### src/rtl/ptimer_pkg.sv
package ptimer_pkg;
   typedef enum logic [1:0] {
      ACC_LATCH = 2'd0,
      ACC_LO    = 2'd1,
      ACC_HI    = 2'd2,
      ACC_WORD  = 2'd3
   } acc_e;

   localparam logic [1:0] CMD_ADDR = 2'd3;
   localparam logic [1:0] SEL_READBACK = 2'd3;
endpackage

### src/rtl/ptimer_cmd_dec.sv
module ptimer_cmd_dec
   import ptimer_pkg::*;
#(
   parameter int DATA_W = 8,
   parameter int NUM_CH = 3
) (
   input  logic              clk,
   input  logic              rst_n,
   input  logic [1:0]        bus_addr,
   input  logic [DATA_W-1:0] bus_wdata,
   input  logic              bus_wr,
   output logic [NUM_CH-1:0] prog,
   output acc_e              prog_acc,
   output logic [NUM_CH-1:0] latch,
   output logic [NUM_CH-1:0] dwr
);
   logic       cmd_wr;
   logic [1:0] sel;
   acc_e       acc;

   assign cmd_wr   = bus_wr && (bus_addr == CMD_ADDR);
   assign sel      = bus_wdata[7:6];
   assign acc      = acc_e'(bus_wdata[5:4]);
   assign prog_acc = acc;

   for (genvar i = 0; i < NUM_CH; i++) begin : g_ch
      logic hit;
      logic rb_pick;
      assign hit     = (sel == 2'(i));
      assign rb_pick = (sel == SEL_READBACK) && !bus_wdata[5] && bus_wdata[i+1];
      assign prog[i]  = cmd_wr && hit && (acc != ACC_LATCH);
      assign latch[i] = cmd_wr && ((hit && (acc == ACC_LATCH)) || rb_pick);
      assign dwr[i]   = bus_wr && (bus_addr == 2'(i));

      AST_CMD_EXCL: assert property (@(posedge clk) disable iff (!rst_n)
         !(prog[i] && latch[i]));
   end

   AST_PROG_ONE: assert property (@(posedge clk) disable iff (!rst_n)
      $onehot0(prog));
   AST_DATA_ONE: assert property (@(posedge clk) disable iff (!rst_n)
      $onehot0(dwr));
endmodule

### src/rtl/ptimer_chan.sv
module ptimer_chan
   import ptimer_pkg::*;
#(
   parameter int DATA_W = 8,
   localparam int CNT_W = 2 * DATA_W
) (
   input  logic              clk,
   input  logic              rst_n,
   input  logic              prog,
   input  acc_e              prog_acc,
   input  logic              latch,
   input  logic              dwr,
   input  logic [DATA_W-1:0] wdata,
   input  logic              rd,
   input  logic              tick,
   output logic [DATA_W-1:0] rd_byte
);
   acc_e              acc_q;
   logic              rd_hi_q, wr_hi_q;
   logic              lo_pend, hi_pend;
   logic [CNT_W-1:0]  olatch_q, count_q;
   logic [DATA_W-1:0] in_lo_q;
   logic              null_q;
   logic              load, take_latch, word;
   logic [CNT_W-1:0]  load_val;

   assign word       = (acc_q == ACC_WORD);
   assign load       = dwr && (!word || wr_hi_q);
   assign take_latch = latch && !lo_pend && !hi_pend;

   always_comb begin
      unique case (acc_q)
         ACC_HI:  load_val = {wdata, {DATA_W{1'b0}}};
         ACC_WORD: load_val = {wdata, in_lo_q};
         default: load_val = {{DATA_W{1'b0}}, wdata};
      endcase
   end

   always_comb begin
      if (lo_pend)      rd_byte = olatch_q[DATA_W-1:0];
      else if (hi_pend) rd_byte = olatch_q[CNT_W-1:DATA_W];
      else if (rd_hi_q) rd_byte = count_q[CNT_W-1:DATA_W];
      else              rd_byte = count_q[DATA_W-1:0];
   end

   always_ff @(posedge clk) begin
      if (!rst_n) begin
         acc_q    <= ACC_LO;
         rd_hi_q  <= 1'b0;
         wr_hi_q  <= 1'b0;
         lo_pend  <= 1'b0;
         hi_pend  <= 1'b0;
         olatch_q <= '0;
         in_lo_q  <= '0;
         null_q   <= 1'b0;
      end else begin
         if (prog) begin
            acc_q   <= prog_acc;
            rd_hi_q <= (prog_acc == ACC_HI);
            wr_hi_q <= (prog_acc == ACC_HI);
            lo_pend <= 1'b0;
            hi_pend <= 1'b0;
            null_q  <= 1'b1;
         end else begin
            if (take_latch) begin
               olatch_q <= count_q;
               lo_pend  <= (acc_q != ACC_HI);
               hi_pend  <= (acc_q != ACC_LO);
               if (word) rd_hi_q <= 1'b0;
            end else if (rd) begin
               if (lo_pend)      lo_pend <= 1'b0;
               else if (hi_pend) hi_pend <= 1'b0;
               if (word) rd_hi_q <= !rd_hi_q;
            end
            if (dwr && word && !wr_hi_q) begin
               in_lo_q <= wdata;
               wr_hi_q <= 1'b1;
            end else if (load) begin
               if (word) wr_hi_q <= 1'b0;
               null_q <= 1'b0;
            end
         end
      end
   end

   always_ff @(posedge clk) begin
      if (!rst_n)    count_q <= '0;
      else if (load) count_q <= load_val;
      else if (tick) count_q <= count_q - 1'b1;
   end

   AST_PROG_FLUSH: assert property (@(posedge clk) disable iff (!rst_n)
      prog |=> !lo_pend && !hi_pend);
   AST_LOAD_NULL: assert property (@(posedge clk) disable iff (!rst_n)
      load |=> !null_q);
   AST_IDLE_HOLD: assert property (@(posedge clk) disable iff (!rst_n)
      !tick && !load |=> $stable(count_q));
   AST_SINGLE_PTR: assert property (@(posedge clk) disable iff (!rst_n)
      acc_q == ACC_LO |-> !rd_hi_q && !wr_hi_q);
   AST_LATCH_HOLD: assert property (@(posedge clk) disable iff (!rst_n)
      (lo_pend || hi_pend) && !prog |=> $stable(olatch_q));
endmodule

### src/rtl/ptimer_regif.sv
module ptimer_regif
   import ptimer_pkg::*;
#(
   parameter int DATA_W = 8,
   parameter int NUM_CH = 3
) (
   input  logic              clk,
   input  logic              rst_n,
   input  logic [1:0]        bus_addr,
   input  logic [DATA_W-1:0] bus_wdata,
   input  logic              bus_wr,
   input  logic              bus_rd,
   output logic [DATA_W-1:0] bus_rdata,
   input  logic [NUM_CH-1:0] ch_tick
);
   if (DATA_W < 8) begin : g_bad_width
      $error("ptimer_regif: DATA_W must hold an 8-bit command byte");
   end
   if (NUM_CH < 1 || NUM_CH > 3) begin : g_bad_count
      $error("ptimer_regif: NUM_CH must be 1 to 3");
   end

   logic [NUM_CH-1:0] prog, latch, dwr;
   acc_e              prog_acc;
   logic [DATA_W-1:0] ch_byte [NUM_CH];

   ptimer_cmd_dec #(.DATA_W(DATA_W), .NUM_CH(NUM_CH)) u_dec (
      .clk      (clk),
      .rst_n    (rst_n),
      .bus_addr (bus_addr),
      .bus_wdata(bus_wdata),
      .bus_wr   (bus_wr),
      .prog     (prog),
      .prog_acc (prog_acc),
      .latch    (latch),
      .dwr      (dwr)
   );

   for (genvar i = 0; i < NUM_CH; i++) begin : g_ch
      ptimer_chan #(.DATA_W(DATA_W)) u_chan (
         .clk     (clk),
         .rst_n   (rst_n),
         .prog    (prog[i]),
         .prog_acc(prog_acc),
         .latch   (latch[i]),
         .dwr     (dwr[i]),
         .wdata   (bus_wdata),
         .rd      (bus_rd && (bus_addr == 2'(i))),
         .tick    (ch_tick[i]),
         .rd_byte (ch_byte[i])
      );
   end

   always_comb begin
      bus_rdata = '0;
      for (int i = 0; i < NUM_CH; i++)
         if (bus_addr == 2'(i)) bus_rdata = ch_byte[i];
   end

   AST_CMD_READ_ZERO: assert property (@(posedge clk) disable iff (!rst_n)
      bus_rd && (bus_addr == CMD_ADDR) |-> bus_rdata == '0);
endmodule

### config.mk
export PLATFORM = sky130hd
export DESIGN_NAME = ptimer_regif
export DESIGN_NICKNAME = d
export VERILOG_FILES = /design/src/rtl/ptimer_pkg.sv /design/src/rtl/ptimer_cmd_dec.sv /design/src/rtl/ptimer_chan.sv /design/src/rtl/ptimer_regif.sv
export SDC_FILE = /design/constraint.sdc
export NUM_CORES = 1
export LEC_CHECK = 0
export BUFFER_PORTS_ARGS = -buffer_cell sky130_fd_sc_hd__buf_4
export CAP_MARGIN = 0
export CORE_MARGIN = 8
export CORE_UTILIZATION = 55
export CTS_CLUSTER_SIZE = 40
export DETAILED_ROUTE_END_ITERATION = 10
export PLACE_DENSITY = 0.72
export SYNTH_ARGS = -nofsm -noshare
export SYNTH_HDL_FRONTEND = slang
export SYNTH_SLANG_ARGS = --single-unit
### constraint.sdc
create_clock -name clk -period 4.6 [get_ports clk]
set_clock_uncertainty 0.15 [all_clocks]
set_input_delay 0.23 -clock clk [delete_from_list [all_inputs] [get_ports clk]]
set_output_delay 0.23 -clock clk [all_outputs]
set_load 0.005 [all_outputs]
; After elaboration in Yosys (flattened, before gate mapping)
; Cells that the tools add are included.
[op_classes]
addsub = 3
multipliers = 0
div_mod_pow = 0
order_cmp = 0
eq_ne = 28
shift = 0
mux = 60
n_bitwise = 4
reduce_logical = 97
[ops]
columns = op, n
row1 = 2-to-1 mux 16 bit, 6
row2 = 2-to-1 mux 8 bit, 12
row3 = case mux 16 bit (2 select lines), 3
row4 = subtractor 16 x 1 -> 16 bit (second input constant), 3
row5 = 2-to-1 mux 1 bit, 39
row6 = logical AND 1 bit, 38
row7 = nonzero test 3 bit, 9
row8 = AND reduction 2 bit, 12
row9 = equality test 2 bit (second input constant), 11
row10 = != test 3 x 2 -> 1 bit (second input constant), 6
row11 = logical NOT 1 bit, 16
row12 = nonzero test 2 bit, 7
row13 = != test 2 bit (second input constant), 6
row14 = AND reduction 3 bit, 3
row15 = logical NOT 2 bit, 3
row16 = logical OR 1 bit, 6
row17 = != test 2 x 1 -> 1 bit (second input constant), 3
row18 = OR reduction 2 bit, 3
row19 = equality test 2 x 1 -> 1 bit (second input constant), 2
row20 = NOT 1 bit, 4
[word_totals]
ff_bits = 138
latch_bits = 0
ramBits = 0
rom_bits = 0
out_inout_bits = 8
word_cells = 216
mem_count = 0

; Logic depth before layout (Yosys ltp)
[depth]
ltp_word = 9
depth_mapped = 8

; Cells and area by module
; A second synthesis with hierarchy kept.
[unflattened]
cells_unflattened = 1019
area_unflattened_um2 = 7833.8
[by_module_without_submodules]
columns = mod, n_inst, cells_each, area_each_um2
row1 = ptimer_chan, 3, 325, 2497.4
row2 = ptimer_regif, 1, 23, 200.2
row3 = ptimer_cmd_dec, 1, 21, 141.4

; Worst setup path before layout
; OpenSTA, ideal clock, no wires.
[synth_path]
path_type = reg2reg
start = register g_ch[2].u_chan.count_q[5]
end = register g_ch[2].u_chan.count_q[12]
setup_ps = 123
t_arrival_ps = 1743
setup_slack_ps = 2584
stages_incl_launch_ff = 7
path_buffers = 1
cell_sequence = dfxtp_1 -> buf_6 -> or4_4 -> or3_1 -> nor3_1 -> nand4b_1 -> nor3b_2
[synth_between]
elab_chain_cells = 3
[synth_lines]
columns = item, line
row1 = from (decl), ptimer_chan.sv:21  ; logic [CNT_W-1:0] olatch_q, count_q;
row2 = from (signal assigned), ptimer_chan.sv:88  ; else if (load) count_q <= load_val;
row3 = from (signal assigned), ptimer_chan.sv:89  ; else if (tick) count_q <= count_q - 1'b1;
row4 = subtractor 16 x 1 -> 16 bit, ptimer_chan.sv:89
row5 = 2-to-1 mux 16 bit, ptimer_chan.sv:89
row6 = 2-to-1 mux 16 bit, ptimer_chan.sv:88
; Every way passes these cells. The select of a mux whose other input is x is not followed.
; A chain may end at the register's enable or synchronous reset.

; Worst setup path in the final report
[layout_path]
start = input port bus_wdata[6]
end = register g_ch[0].u_chan.rd_hi_q
[layout_between]
elab_chain_cells = 9
elab_cells_between_ends = 17
[layout_lines]
columns = item, line
row1 = from (decl), ptimer_regif.sv:10  ; input logic [DATA_W-1:0] bus_wdata,
row2 = equality test 2 bit, ptimer_cmd_dec.sv:30  ; assign rb_pick = (sel == SEL_READBACK) && !bus_wdata[5] && bus_wdata[i+1];
row3 = logical AND 1 bit (2 in series), ptimer_cmd_dec.sv:30
row4 = logical OR 1 bit, ptimer_cmd_dec.sv:32  ; assign latch[i] = cmd_wr && ((hit && (acc == ACC_LATCH)) || rb_pick);
row5 = logical AND 1 bit, ptimer_cmd_dec.sv:32
row6 = logical AND 1 bit (2 in series), ptimer_chan.sv:29  ; assign take_latch = latch && !lo_pend && !hi_pend;
row7 = != test 3 x 2 -> 1 bit (no source line) (tied with other cells), n/a
row8 = AND reduction 3 bit (no source line) or 2-to-1 mux 1 bit (tied branches), n/a
row9 = to (signal assigned), ptimer_chan.sv:59  ; rd_hi_q <= (prog_acc == ACC_HI);
row10 = to (signal assigned), ptimer_chan.sv:73  ; if (word) rd_hi_q <= !rd_hi_q;
row11 = to (decl), ptimer_chan.sv:19  ; logic rd_hi_q, wr_hi_q;
; Parallel ways exist; a longest one is shown, timed or not.

==> impl_metrics.tcl <==
set metrics [dict create \
    place_congestion 0.928 \
    via_per_inst 6.27 \
    syn-num-nets 918 \
    cts_tree "yes" \
    cts_root_buf "clkbuf_16" \
    rsz0062_at_grt "false" \
    numClockSinks 138 \
    ys.flop_type "dfxtp_1" \
    grt_pass1_wl_um 32900 \
    core-area_um2 13100 \
    fp.dieW_um 132 \
    grt_pass1_vias 6387 \
    htreeDepth 4 \
    syn-cell-area_um2 7350 \
    crit_chain "dlygate4sd3_1 > buf_4 > or3_1 > a2111o_1 > a22o_1 > o2111ai_1 > o41ai_1" \
    ys_types 64 \
    synth.most_common_cell "dfxtp_1" \
    crit_family "compound AO/OA/AOI/OAI gates" \
    std_cell_rows 42 \
    status "complete, no violations" \
    remaining_drc_errors 0 \
    synth_common_cells "dfxtp_1, nand2_1, mux2i_1, nor2_1" \
    clk_pin_slew_ns 0.06 \
    hpwlAfterDp_um 13800 \
    wire_per_inst_um 19.1 \
    synth-edff-count 0 \
    critPathMaxStageDelay_ns 0.76 \
    yosysSeqAreaShare_pct 37.6 \
    path_max_fanout 22 \
    wirelength_um 20300 \
    tns_ns 0 \
    overflow 0 \
    max_freq_mhz 384 \
    fin_crit_ns 2.60 \
    antenna_cells 0 \
    drt_iter0_drc 599 \
    yosys.area.top_type "dfxtp_1" \
    max_cap_violations 0 \
    layout-area-overhead-vs-synth_pct 11.5 \
    crit_path_start "bus_wdata[6]" \
    syn_inst 898 \
    antenna_found_initial 0 \
    synth_seq_cells 138 \
    grt_start_max_net_pins 58 \
    cts_setup_buffers 0 \
    worst_pin_slew_ns 1.21 \
    ys_async_sr_fraction_pct 0 \
    crit_slowest_cell "a2111o_1" \
    crit_path_start_kind "input port" \
    r2r-start "g_ch[1].u_chan.acc_q[1]" \
    relSlewSlack_pct 18.8 \
    peakVddDrop_mv 0.239 \
    ant_nets 0 \
    min_from "ch_tick[0]" \
    cts_buffer_depth 2 \
    avgSynthCellArea_um2 8.18 \
    crit_arrival_ns 2.73 \
    finalSetupViolations 0 \
    vias 6662 \
    criticalPathCategory "input port to flip-flop" \
    grt.total_usage_pct 23.4 \
    design_area_um2 8190 \
    placement.io_buffers 24 \
    num_io_pins 25 \
    powerDensity_nw_per_um2 423 \
    insertion_delay_ns 0.43 \
    dr.pass1.iters 5 \
    crit_buf_inv 2 \
    start_util_pct 55.9 \
    regToRegSetupSlack_ns 2.07 \
    timing.final.crit_share_pct 56.6 \
    leakage_nw 2.84 \
    die_area_um2 17300 \
    r2r_cells 5 \
    nets 894 \
    cts_made_buffers 17 \
    worstHoldPathCells 3 \
    endpoint_kind "flip-flop" \
    rr_endpoint "g_ch[1].u_chan.count_q[13]" \
    place_area_um2 7480 \
    synth_warnings 0 \
    hold_path_end "g_ch[0].u_chan.count_q[0]" \
    drive_gt1_share_pct 8.79 \
    die_y_um 132 \
    finalMaxSlewViolations 0 \
    yosys-top-cells-area "dfxtp_1, mux2i_1, nand2_1" \
    hp-class "input port to flip-flop" \
    synth_top_area_share_pct 37.6 \
    crit_required_ns 4.72 \
    final_hold_viol_count 0 \
]
==> where the power goes <==
group | leakage, nW | switching, mW | internal, mW
registers | 1.12 | 0.111 | 1.25
clock network | 0.330 | 0.524 | 1.08
logic | 1.39 | 0.279 | 0.213
==> area by class of cell <==
cell class              count  area (µm²)
fillers                  1131        4940
flip-flops and latches    138        2760
well taps                 176         220
clock inverters            12         244
repair buffers             30         230
clock buffers              20         447
inverters                  20        75.1
multi-input cells         667        4220
==> logic make-up (layout without fill, tap and decap cells) <==
family,Yosys count,in the layout,synth area share (%)
AND/OR/NAND/NOR,316,316,20.4
flip-flops,138,138,37.6
buffers and inverters,93,82,5.11
multiplexers,104,104,14.2
adder cells (fa/ha/maj),3,3,0.511
AO/OA/AOI/OAI,212,212,18.4
XOR/XNOR,32,32,3.81
==> worst max path at each step <==
stage,end,slack (ns),cells past startpoint
CTS,bus_rdata[2],2.02,6
global route,bus_rdata[1],1.89,6
detailed placement,g_ch[1].u_chan.count_q[13],2.17,5
global placement,g_ch[0].u_chan.rd_hi_q,2.18,6
finish,g_ch[0].u_chan.rd_hi_q,2.00,7
floorplan,g_ch[2].u_chan.count_q[12],2.58,6
==> metrics by stage <==
step	instances	hold WS (ns)	setup slack [ns]	utilization, %	total power, mW
after global routing	1063	0.0233	1.89	62.4	3.59
final	1063	0.0259	2.00	62.4	3.46
after global placement	1029	0.287	2.18	57.0	1.85
after floorplan	898	0.234	2.58	-	1.72
after CTS	1063	0.00774	2.02	62.4	3.47
after detailed placement	1029	0.297	2.17	57.0	1.86
==> worst min-delay path, stage by stage <==
cell      delay, ns
buf_4          0.13
xnor2_1        0.12
a211oi_1       0.06
==> state kept, by name, indices dropped and copies added, names as in the netlist <==
register,cells
g_ch.u_chan.count_q,48
g_ch.u_chan.olatch_q,48
g_ch.u_chan.in_lo_q,24
g_ch.u_chan.acc_q,6
g_ch.u_chan.hi_pend,3
g_ch.u_chan.lo_pend,3
g_ch.u_chan.rd_hi_q,3
g_ch.u_chan.wr_hi_q,3
==> cells in the final DEF (no fill, tap or decap), types with 3 or more instances in the layout <==
cell	instances
dfxtp_1	138
nand2_1	111
mux2i_1	104
nor2_1	91
o21ai_0	61
a21oi_1	61
buf_4	28
a211oi_1	24
nor3_1	22
nand3_1	21
xnor2_1	19
inv_1	18
clkbuf_16	17
xor2_1	13
nand4_1	11
a221oi_1	9
o22a_1	8
nor4_1	8
a21o_1	8
or3_1	7
bufinv_16	7
nand2b_1	6
a311oi_1	6
and2_1	5
o211ai_1	5
and3_1	5
nand4b_1	4
nor2b_1	4
o31ai_1	4
nor2_2	3
o21a_1	3
ha_1	3
==> metal layers <==
metal | share of wire (%) | global-route usage, %
met1 | 44 | 30.4
met2 | 46 | 37.3
met3 | 7.5 | 3.93
met4 | 2.6 | 10.3
met5 | 0 | 0
==> timing repair <==
item | 4_1_cts | 5_1_grt
setup endpoints to repair | 0 | 0
resized for setup | 0 | 0
endpoints found under the hold margin | 2 | 0
hold buffers | 2 | 0
(Power assumes the default switching activity.)
